===== config.mk =====
export PLATFORM = sky130hd
export DESIGN_NAME = irq_status_unit
export DESIGN_NICKNAME = d
export VERILOG_FILES = /design/src/rtl/irq_status_unit.sv
export SDC_FILE = /design/constraint.sdc
export NUM_CORES = 1
export LEC_CHECK = 0
export BUFFER_PORTS_ARGS = -buffer_cell sky130_fd_sc_hd__buf_4
export CORE_MARGIN = 2
export CORE_UTILIZATION = 25
export CTS_CLUSTER_DIAMETER = 120
export DETAILED_ROUTE_END_ITERATION = 6
export SLEW_MARGIN = 20
export SYNTH_ARGS = -nofsm -noshare
export SYNTH_HDL_FRONTEND = slang
export SYNTH_SLANG_ARGS = --single-unit

===== constraint.sdc =====
create_clock -name clk -period 1.2 [get_ports clk]
set_input_delay 0.06 -clock clk [delete_from_list [all_inputs] [get_ports clk]]
set_output_delay 0.06 -clock clk [all_outputs]
set_load 0.005 [all_outputs]

===== src/rtl/irq_status_unit.sv =====
module irq_status_unit #(
  parameter int NUM_SRC  = 8,
  parameter int ADDR_W   = 4,
  parameter int DATA_W   = 32
) (
  input  logic              clk,
  input  logic              rst_n,
  input  logic              bus_en,
  input  logic              bus_wr,
  input  logic [ADDR_W-1:0] bus_addr,
  input  logic [DATA_W-1:0] bus_wdata,
  output logic [DATA_W-1:0] bus_rdata,
  input  logic [NUM_SRC-1:0] evt_pulse,
  output logic              irq
);

  localparam logic [ADDR_W-1:0] OFS_MASK  = ADDR_W'(4'h0);
  localparam logic [ADDR_W-1:0] OFS_CLEAR = ADDR_W'(4'h4);
  localparam logic [ADDR_W-1:0] OFS_PEND  = ADDR_W'(4'h8);
  localparam logic [ADDR_W-1:0] OFS_RAW   = ADDR_W'(4'hC);
  localparam int PAD_W = DATA_W - NUM_SRC;

  logic [NUM_SRC-1:0] mask_q;
  logic [NUM_SRC-1:0] raw_q;
  logic [NUM_SRC-1:0] ack_vec;
  logic [NUM_SRC-1:0] pending;
  logic               wr_mask;
  logic               wr_clear;

  assign wr_mask  = bus_en && bus_wr && (bus_addr == OFS_MASK);
  assign wr_clear = bus_en && bus_wr && (bus_addr == OFS_CLEAR);
  assign ack_vec  = wr_clear ? bus_wdata[NUM_SRC-1:0] : '0;
  assign pending  = raw_q & ~mask_q;
  assign irq      = |pending;

  always_ff @(posedge clk or negedge rst_n) begin
    if (!rst_n) begin
      mask_q <= '1;
      raw_q  <= '0;
    end else begin
      if (wr_mask) mask_q <= bus_wdata[NUM_SRC-1:0];
      raw_q <= (raw_q & ~ack_vec) | evt_pulse;
    end
  end

  always_comb begin
    bus_rdata = '0;
    if (bus_en && !bus_wr) begin
      unique case (bus_addr)
        OFS_MASK: bus_rdata = {{PAD_W{1'b0}}, mask_q};
        OFS_PEND: bus_rdata = {{PAD_W{1'b0}}, pending};
        OFS_RAW:  bus_rdata = {{PAD_W{1'b0}}, raw_q};
        default:  bus_rdata = '0;
      endcase
    end
  end

  p_evt_latched_r2: assert property (@(posedge clk) disable iff (!rst_n)
    (|evt_pulse) |=> ((raw_q & $past(evt_pulse)) == $past(evt_pulse)));

  p_clear_w1c_r3: assert property (@(posedge clk) disable iff (!rst_n)
    wr_clear |=> ((raw_q & $past(bus_wdata[NUM_SRC-1:0]) & ~$past(evt_pulse)) == '0));

  p_raw_hold_r3: assert property (@(posedge clk) disable iff (!rst_n)
    (!wr_clear && evt_pulse == '0) |=> $stable(raw_q));

  p_evt_wins_r4: assert property (@(posedge clk) disable iff (!rst_n)
    (wr_clear && |(evt_pulse & bus_wdata[NUM_SRC-1:0]))
      |=> ((raw_q & $past(evt_pulse)) == $past(evt_pulse)));

  p_mask_blocks_r6: assert property (@(posedge clk) disable iff (!rst_n)
    (mask_q == '1) |-> !irq);

  p_mask_write_r7: assert property (@(posedge clk) disable iff (!rst_n)
    wr_mask |=> (mask_q == $past(bus_wdata[NUM_SRC-1:0])));

endmodule


==> results of run 1 <==
[metrics by stage]
stage	instance area, um^2	setup slack [ns]
final	1760	-0.381
after detailed placement	1500	-0.126
after global placement	1500	-0.121
after floorplan	1240	-0.0435
after CTS	1730	-0.398
after global routing	1760	-0.419
[registers in the layout, summed over array words and instances (netlist names)]
name / flops
mask_q: 8
raw_q: 8
[how the worst min path moves through the flow]
stage / to / cells after the start
CTS: mask_q[1] / 2
floorplan: raw_q[0] / 0
finish: mask_q[1] / 2
detailed placement: raw_q[6] / 1
global placement: raw_q[5] / 1
global route: mask_q[2] / 2
[repair_timing]
item,CTS,global route
endpoints found under the setup margin,9,9
gates resized for setup,15,5
buffers inserted,0,3
pin swaps,7,6
hold endpoints to repair,24,0
hold buffers,9,0
[report_power, final]
part           internal, uW  leakage (uW)  switching (uW)
sequential              633      0.000154            38.4
clock                   291     0.0000288             185
combinational           309      0.000752             186
total                  1230      0.000935             409
[final cells by class]
| class | instances | area [um^2] |
|---|---|---|
| clock buffers | 4 | 55.1 |
| fillers | 438 | 2650 |
| inverters | 8 | 30.0 |
| multi-input cells | 88 | 669 |
| flip-flops and latches | 16 | 410 |
| well taps | 52 | 65.1 |
| repair buffers | 64 | 533 |
[logic make-up (layout without fill, tap and decap cells)]
| group | count (synthesis) | after routing | synth area share |
|---|---|---|---|
| flip-flops | 16 | 16 | 0.356 |
| AND/OR/NAND/NOR | 36 | 36 | 0.215 |
| other | 1 | 24 | 0.00325 |
| buffers and inverters | 38 | 76 | 0.205 |
| AO/OA/AOI/OAI | 12 | 12 | 0.0738 |
| multiplexers | 16 | 16 | 0.148 |
[worst register-to-register path, stage by stage (launching register included)]
cell                      delay [ns]
sky130_fd_sc_hd__dfstp_2        0.37
sky130_fd_sc_hd__buf_4          0.13
sky130_fd_sc_hd__buf_6          0.11
sky130_fd_sc_hd__mux2_2         0.26
[layer usage]
layer,vias to the layer above,wire length (um),share of wire
met4,0,6,0.0023
met3,2,172,0.067
met5,-,0,0
met2,38,1260,0.49
met1,450,1130,0.44
li1,475,-,-
[cells in the final DEF (no fill, tap or decap)]
| cell | Yosys | final |
|---|---|---|
| sky130_fd_sc_hd__mux2_2 | 8 | 8 |
| sky130_fd_sc_hd__nand4b_1 | 8 | 8 |
| sky130_fd_sc_hd__nor4b_1 | 1 | 1 |
| sky130_fd_sc_hd__dfstp_2 | 8 | 8 |
| sky130_fd_sc_hd__nor3b_4 | 1 | 1 |
| sky130_fd_sc_hd__o22ai_2 | 0 | 2 |
| sky130_fd_sc_hd__clkbuf_8 | 0 | 4 |
| sky130_fd_sc_hd__a21o_1 | 8 | 8 |
| sky130_fd_sc_hd__and2_1 | 8 | 8 |
| sky130_fd_sc_hd__dlygate4sd3_1 | 0 | 9 |
| sky130_fd_sc_hd__mux2i_1 | 8 | 8 |
| sky130_fd_sc_hd__buf_6 | 0 | 8 |
| sky130_fd_sc_hd__and4bb_2 | 1 | 1 |
| sky130_fd_sc_hd__or4_4 | 0 | 1 |
| sky130_fd_sc_hd__nand2_1 | 8 | 8 |
| sky130_fd_sc_hd__dfrtp_1 | 8 | 8 |
| sky130_fd_sc_hd__nand2b_4 | 0 | 8 |
| sky130_fd_sc_hd__conb_1 | 1 | 24 |
| sky130_fd_sc_hd__o22ai_1 | 4 | 2 |
| sky130_fd_sc_hd__buf_4 | 25 | 47 |
| sky130_fd_sc_hd__inv_1 | 8 | 8 |
==> results.ini, run 1 <==
[run_status]
run_status=finished with violations
violated_checks=negative setup slack

[setup_path]
worst_reg2reg_setup_slack_ns=0.25
cp_data_arrival_time_ns=1.52
worst_path_dominant_cell_family=flip-flops
critical_path_cell_count=3
reg2regPathDepth=3
crit_path_max_incr_delay_ns=0.54
crit_required_ns=1.14
slowest_stage_cell_on_the_critical_path=sky130_fd_sc_hd__dfstp_2
crit_path_end=irq
crit-reg2reg-launch=mask_q[5]
worstPathBufferInverterCount=1
worstSetupEndpointType=output port
timing_worst_setup_path_type=register to output port
timing.critical_path.cells=o22ai_2 > or4_4 > buf_6
path_max_fanout=2
worstSetupStartpoint=mask_q[5]
crit_path_start_kind=register
capture_point_of_the_worst_reg_to_reg_path=mask_q[5]

[sta]
finalCriticalPeriod_ns=1.58
postLayoutSetupSlackWorst_ns=-0.381
drv_slew=0
hold_viol=0
grt_setup_unrepaired=true
fin_crit_sh=1.32
worst_clock_skew_ns=0
final_setup_fails=9
setup_total_negative_slack_ns=-1.94
worst_hold_slack_ns=0.0558
max_freq_mhz=633

[synthesis]
syn-mean-instance-area_um2=9.69
yosysMostFrequentCell=sky130_fd_sc_hd__buf_4
synth.yosys.warnings=0
ys_ff_latch=16
post_synth_num_cell_types=18
synthesis.instances=119
post_synth_instance_area_mm2=0.00115
synth.top_cells.by_area=sky130_fd_sc_hd__dfstp_2 (18%), sky130_fd_sc_hd__dfrtp_1 (17%), sky130_fd_sc_hd__buf_4 (16%)
postSynth.topFlopCell=sky130_fd_sc_hd__dfstp_2
synth_edf_count=0
synth.top_cell.area_share=0.182
post_synth_arst_share=1.00
share_of_the_yosys_chip_area_belonging_to_registers=0.356
synth_largest_area_cell=sky130_fd_sc_hd__dfstp_2

[cells_and_area]
layout.cells.non_filler=232
drive_above_1_share=0.489
layout.core_utilization=0.399
layout-area-overhead-vs-synth_pct=52.8
antenna_cells_inserted=0
finish.net_count=229

[clocking]
clk-insertion-delay-late_ns=0.25
clock-sinks=16
cts_root_buffer=sky130_fd_sc_hd__clkbuf_8
cts-buffers-inserted=3
tritoncts=done
path_clk_slew_ns=0.06
htree_levels=1
cts.path.max_buffers=2

[detailed_routing]
initialDrtViolationCount=32
antenna_violating_nets_post_route=0
drt_first_pass_iters=4
total_detailed_routing_wirelength_mm=2.56
wl_per_cell_um=11.0
drc_errors=0
avgViaCountPerCell=4.16
dr_total_vias=965

[job]
drv.max_cap_violation_count=0

[die]
fp-row-count=24
die_height_um=71.9
start_util=0.261
coreArea_mm2=0.00441
die_area_mm2=0.00517
floorplan.io_pins=81
chipWidth_um=71.9

[global_route]
grt_first_pass_wirelength_mm=4.29
gr-usage-met1=0.131
globalRouteTotalUtil=0.104
grt-busiest-layer=met2
maximum_number_of_pins_on_one_net_before_global_route_repair=18
antenna_found_initial=0
residual_overflow_from_global_routing=0
grtUsageMet3=0.0319
met2_use_gr=0.180
via_count_of_the_first_global_routing_pass=968

[pwr]
leakage_component_of_the_power_uw=0.000935
peakVddDrop_mv=0.819
design_power_total_uw=1640
power.density_mw_per_mm2=932

[worst_hold_path]
hold_class=primary input to register
worstHoldStart=bus_wdata[1]

[place]
place_inst=217
gpl.final_weighted_congestion=0.690
total_of_buffers_placed_on_input_and_output_ports=32
hpwl_detailed_mm=1.92

No activity file was read; power rests on OpenSTA's default activity.
==> run 2, diff against run 1 <==
--- a/config.mk
+++ b/config.mk
@@ -7,9 +7,10 @@
 export LEC_CHECK = 0
 export BUFFER_PORTS_ARGS = -buffer_cell sky130_fd_sc_hd__buf_4
 export CORE_MARGIN = 2
-export CORE_UTILIZATION = 25
+export CORE_UTILIZATION = 41
 export CTS_CLUSTER_DIAMETER = 120
 export DETAILED_ROUTE_END_ITERATION = 6
+export PLACE_DENSITY = 0.8
 export SLEW_MARGIN = 20
 export SYNTH_ARGS = -nofsm -noshare
 export SYNTH_HDL_FRONTEND = slang
==> constraint.sdc (replaced) <==
create_clock -name clk -period 1.7 [get_ports clk]
set_input_delay 0.085 -clock clk [delete_from_list [all_inputs] [get_ports clk]]
set_output_delay 0.085 -clock clk [all_outputs]
set_load 0.005 [all_outputs]
==> run 2 against run 1 <==
The run now ends clean. Final area is 16% lower. Sequential cell count stayed put. Total power is 46% lower. Routed wire length is 15% lower. Via count is 6.5% lower. Sequential power is 29% lower. Cell count is 17% lower. Setup slack better by 0.43 ns. Critical endpoint unchanged.
==> results.ini, run 2 (synthesis results as in run 1) <==
[run_status]
run_status=finished, final reports clean

[pwr]
switching_share=0.258
power.density_mw_per_mm2=605
clock_power_share=0.218
share_comb_of_total_power=0.251
leakage_component_of_the_power_uw=0.000774
internal-power_uw=663
design_power_total_uw=894
peakVddDrop_mv=0.500
total_switching_power_uw=230
pwr-share-seq=0.531

[setup_path]
worst_path_dominant_cell_family=flip-flops
crit_path_max_incr_delay_ns=0.54
timing.critical_path.cells=o22ai_1 > or4_4 > buf_6
worstSetupEndpointType=output port
timing_worst_setup_path_type=register to output port
worstPathBufferInverterCount=1
crit_required_ns=1.62
slowest_stage_cell_on_the_critical_path=sky130_fd_sc_hd__dfstp_2
cp_data_arrival_time_ns=1.56
crit_path_start_kind=register
path_max_fanout=2

[global_route]
residual_overflow_from_global_routing=0
antenna_found_initial=0
grt_first_pass_wirelength_mm=3.63
globalRouteTotalUtil=0.139
via_count_of_the_first_global_routing_pass=825
maximum_number_of_pins_on_one_net_before_global_route_repair=26

[clocking]
tritoncts=done
clock-sinks=16
htree_levels=1
cts.path.max_buffers=2
cts-buffers-inserted=3
path_clk_slew_ns=0.09
clk-insertion-delay-late_ns=0.28
cts_root_buffer=sky130_fd_sc_hd__clkbuf_4

[cells_and_area]
layout_top_registers=mask_q (8), raw_q (8)
layout.core_utilization=0.545
drive_above_1_share=0.373
layout_common_cells=sky130_fd_sc_hd__buf_4 (36), sky130_fd_sc_hd__conb_1 (24), sky130_fd_sc_hd__dlygate4sd3_1 (9)
layout.cells.non_filler=192
layout.cells.most_common=sky130_fd_sc_hd__buf_4
antenna_cells_inserted=0
finish.net_count=211
layout-area-overhead-vs-synth_pct=28.0

[die]
coreArea_mm2=0.00271
chipWidth_um=57.0
die_height_um=57.0
die_area_mm2=0.00325
fp-row-count=19
floorplan.io_pins=81
start_util=0.426

[sta]
grt_setup_unrepaired=false
hold_viol=0
drv_slew=0
fin_crit_sh=0.969
finalCriticalPeriod_ns=1.65
worst_clock_skew_ns=0
setup_total_negative_slack_ns=0
final_setup_fails=0
max_freq_mhz=607

[detailed_routing]
initialDrtViolationCount=8
dr_total_vias=902
drt_first_pass_iters=4
wl_per_cell_um=11.3
antenna_violating_nets_post_route=0
total_detailed_routing_wirelength_mm=2.17
drc_errors=0
avgViaCountPerCell=4.70

[worst_hold_path]
hold_class=primary input to register

[place]
place_inst=177
gpl.final_weighted_congestion=0.743
total_of_buffers_placed_on_input_and_output_ports=32
hpwl_detailed_mm=1.60

[job]
drv.max_cap_violation_count=0

==> run 2: power by group through the flow <==
| stage | logic (uW) | registers (uW) | clock network (uW) |
|---|---|---|---|
| after floorplan | 155 | 474 | 0 |
| after global placement | 178 | 479 | 0 |
| after detailed placement | 184 | 484 | 0 |
| after CTS | 201 | 477 | 202 |
| after global routing | 249 | 481 | 221 |
| final | 224 | 474 | 195 |
==> run 2: worst reg2reg max path: stages (launching register included) <==
cell and delay (ns):
sky130_fd_sc_hd__dfstp_2 0.55, sky130_fd_sc_hd__buf_4 0.11, sky130_fd_sc_hd__mux2_2 0.13
==> run 2: path summary, 6_finish.rpt <==
check                                 end    startpoint  depth (start not counted)  slack, ns
worst max-delay path                  irq     mask_q[3]                          3       0.05
worst min-delay path            mask_q[7]  bus_wdata[7]                          2       0.04
worst max register to register  mask_q[6]     mask_q[6]                          2       0.86
worst min register to register   raw_q[5]      raw_q[5]                          1       0.51
max in group asynchronous       mask_q[2]         rst_n                          2       1.25
min in group asynchronous        raw_q[5]         rst_n                          2       0.19
==> run 2: timing repair <==
action	CTS	global route
endpoints found under the hold margin	24	0
gates resized for setup	0	3
setup buffers	0	3
hold buffers	9	0
endpoints found under the setup margin	0	1
==> run 2: area by class of cell <==
type / count / area [um^2]
clock buffer: 3 / 22.5
fill: 255 / 1230
multi-input combinational: 88 / 603
inverter: 8 / 30.0
tap: 31 / 38.8
timing repair buffer: 46 / 372
sequential: 16 / 410
==> run 2: metal layers <==
metal / up-vias / GRT usage / share of wire
met2: 48 / 0.232 / 0.47
met4: 0 / 0.0498 / 0.0078
met5: - / 0 / 0
met3: 2 / 0.0204 / 0.088
li1: 435 / - / -
met1: 417 / 0.185 / 0.44
==> run 2: per-stage QoR <==
stage | hold slack [ns] | setup WS, ns | area (um^2)
floorplan | -0.211 | 0.431 | 1240
detailed placement | -0.0456 | 0.299 | 1330
global route | 0.0273 | 0.00504 | 1480
finish | 0.0400 | 0.0528 | 1480
global placement | -0.0486 | 0.323 | 1330
CTS | 0.0371 | 0.00762 | 1440
==> run 3, diff against run 2 <==
--- a/config.mk
+++ b/config.mk
@@ -11,6 +11,7 @@
 export CTS_CLUSTER_DIAMETER = 120
 export DETAILED_ROUTE_END_ITERATION = 6
 export PLACE_DENSITY = 0.8
+export SETUP_SLACK_MARGIN = 0.15
 export SLEW_MARGIN = 20
 export SYNTH_ARGS = -nofsm -noshare
 export SYNTH_HDL_FRONTEND = slang
==> run 3 against run 2 <==
Sequential share of layout area is 0.67 points lower. Sequential power hardly changed. Global-route usage is 0.33 points higher. Sequential cell count stayed put. Combinational power is 13% higher. Maximum frequency is 0.39% lower. Cell count is 1.6% higher. First-iteration DRC count is 50% lower. Clock power hardly changed. Count of clock-buffer cells in the layout stayed put. Critical path type unchanged. Largest cell class unchanged. Highest routed layer unchanged.
==> results.ini, run 3 (synthesis results as in run 1) <==
[run_status]
run_status=finished, final reports clean

[clocking]
tritoncts=done
cts.path.max_buffers=2
htree_levels=1
path_clk_slew_ns=0.09
cts_root_buffer=sky130_fd_sc_hd__clkbuf_4
clock-sinks=16
clk-insertion-delay-late_ns=0.28
cts-buffers-inserted=3

[pwr]
leakage_component_of_the_power_uw=0.000804
peakVddDrop_mv=0.490
power.density_mw_per_mm2=608
design_power_total_uw=920

[detailed_routing]
antenna_violating_nets_post_route=0
drt_first_pass_iters=4
dr_total_vias=920
initialDrtViolationCount=4
total_detailed_routing_wirelength_mm=2.25
avgViaCountPerCell=4.72
wl_per_cell_um=11.5
drc_errors=0

[die]
coreArea_mm2=0.00271
die_height_um=57.0
floorplan.io_pins=81
die_area_mm2=0.00325
chipWidth_um=57.0
start_util=0.426
fp-row-count=19

[cells_and_area]
finish.net_count=214
antenna_cells_inserted=0
layout-area-overhead-vs-synth_pct=31.1
layout.cells.most_common=sky130_fd_sc_hd__buf_4
layout_common_cells=sky130_fd_sc_hd__buf_4 (39), sky130_fd_sc_hd__conb_1 (24), sky130_fd_sc_hd__dlygate4sd3_1 (9)
drive_above_1_share=0.396
layout_top_registers=mask_q (8), raw_q (8)

[place]
total_of_buffers_placed_on_input_and_output_ports=32
pre_cts_slack_ns=0.299
gpl.final_weighted_congestion=0.743
hpwl_detailed_mm=1.60

[sta]
grt_setup_unrepaired=true
drv_slew=0
hold_viol=0
fin_crit_sh=0.973
finalCriticalPeriod_ns=1.65
final_setup_fails=0
postLayoutSetupSlackWorst_ns=0.0464
worst_clock_skew_ns=0
setup_total_negative_slack_ns=0
max_freq_mhz=605

[global_route]
residual_overflow_from_global_routing=0
via_count_of_the_first_global_routing_pass=857
maximum_number_of_pins_on_one_net_before_global_route_repair=26
antenna_found_initial=0
grt_first_pass_wirelength_mm=3.73
globalRouteTotalUtil=0.143

[setup_path]
crit_path_start_kind=register
path_max_fanout=2
crit_required_ns=1.62
timing_worst_setup_path_type=register to output port
worstSetupEndpointType=output port
cp_data_arrival_time_ns=1.57

[worst_hold_path]
hold_class=primary input to register

[job]
drv.max_cap_violation_count=0

## run 3: cell types whose count changed in the layout (fill, tap and decap cells not counted)
| cell | before | now |
|---|---|---|
| sky130_fd_sc_hd__buf_4 | 36 | 39 |
| sky130_fd_sc_hd__nand2b_1 | 8 | 7 |
| sky130_fd_sc_hd__nand2b_4 | 0 | 1 |
| sky130_fd_sc_hd__o22ai_1 | 3 | 2 |
| sky130_fd_sc_hd__o22ai_2 | 1 | 2 |
## run 3: layer usage
layer	GRT usage	wire length (um)	vias to the layer above
met5	0	0	-
met4	0.0498	17	0
met3	0.0204	193	2
met2	0.253	1060	48
met1	0.177	974	428
li1	-	-	442
## run 3: path summary, 6_finish.rpt
path	from	endpoint	slack, ns	depth (start not counted)
max	mask_q[4]	irq	0.05	3
min	bus_wdata[5]	mask_q[5]	0.05	2
max reg2reg	mask_q[4]	mask_q[4]	0.84	2
min reg2reg	raw_q[5]	raw_q[5]	0.51	1
max in group asynchronous	rst_n	mask_q[2]	1.26	2
min in group asynchronous	rst_n	raw_q[5]	0.19	2
## run 3: layout make-up
class | instances | area [um^2]
repair buffers | 49 | 394
flip-flops and latches | 16 | 410
inverters | 8 | 30.0
fillers | 250 | 1200
clock buffers | 3 | 22.5
well taps | 31 | 38.8
multi-input cells | 88 | 617
## run 3: what timing repair did
action / CTS / global route
gates resized for setup: 0 / 5
setup endpoints to repair: 1 / 3
pin swaps: 1 / 3
setup buffers: 4 / 2
endpoints found under the hold margin: 24 / 0
hold buffers: 9 / 0
## run 3: per-stage QoR
| stage | instance area (um^2) | hold WS [ns] | cells | util |
|---|---|---|---|---|
| 2_1_floorplan | 1240 | -0.211 | 142 | - |
| 5_1_grt | 1510 | 0.0323 | 195 | 0.558 |
| 4_1_cts | 1470 | 0.0371 | 193 | 0.542 |
| 6_report | 1510 | 0.0461 | 195 | 0.558 |
| 3_5_place_dp | 1330 | -0.0456 | 177 | 0.490 |
| 3_3_place_gp | 1330 | -0.0486 | 177 | 0.490 |
## run 3: report_power, final
group | total (uW) | internal [uW] | switching [uW] | leakage (uW)
registers | 473 | 446 | 26.9 | 0.000154
logic | 254 | 155 | 99.4 | 0.000636
clock network | 192 | 82.2 | 110 | 0.0000138
total | 920 | 683 | 236 | 0.000804
## run 3: worst max-delay path: stages, from the launching register on
cell and delay (ns):
sky130_fd_sc_hd__dfstp_2 0.55, sky130_fd_sc_hd__o22ai_2 0.07, sky130_fd_sc_hd__or4_4 0.54, sky130_fd_sc_hd__buf_6 0.13
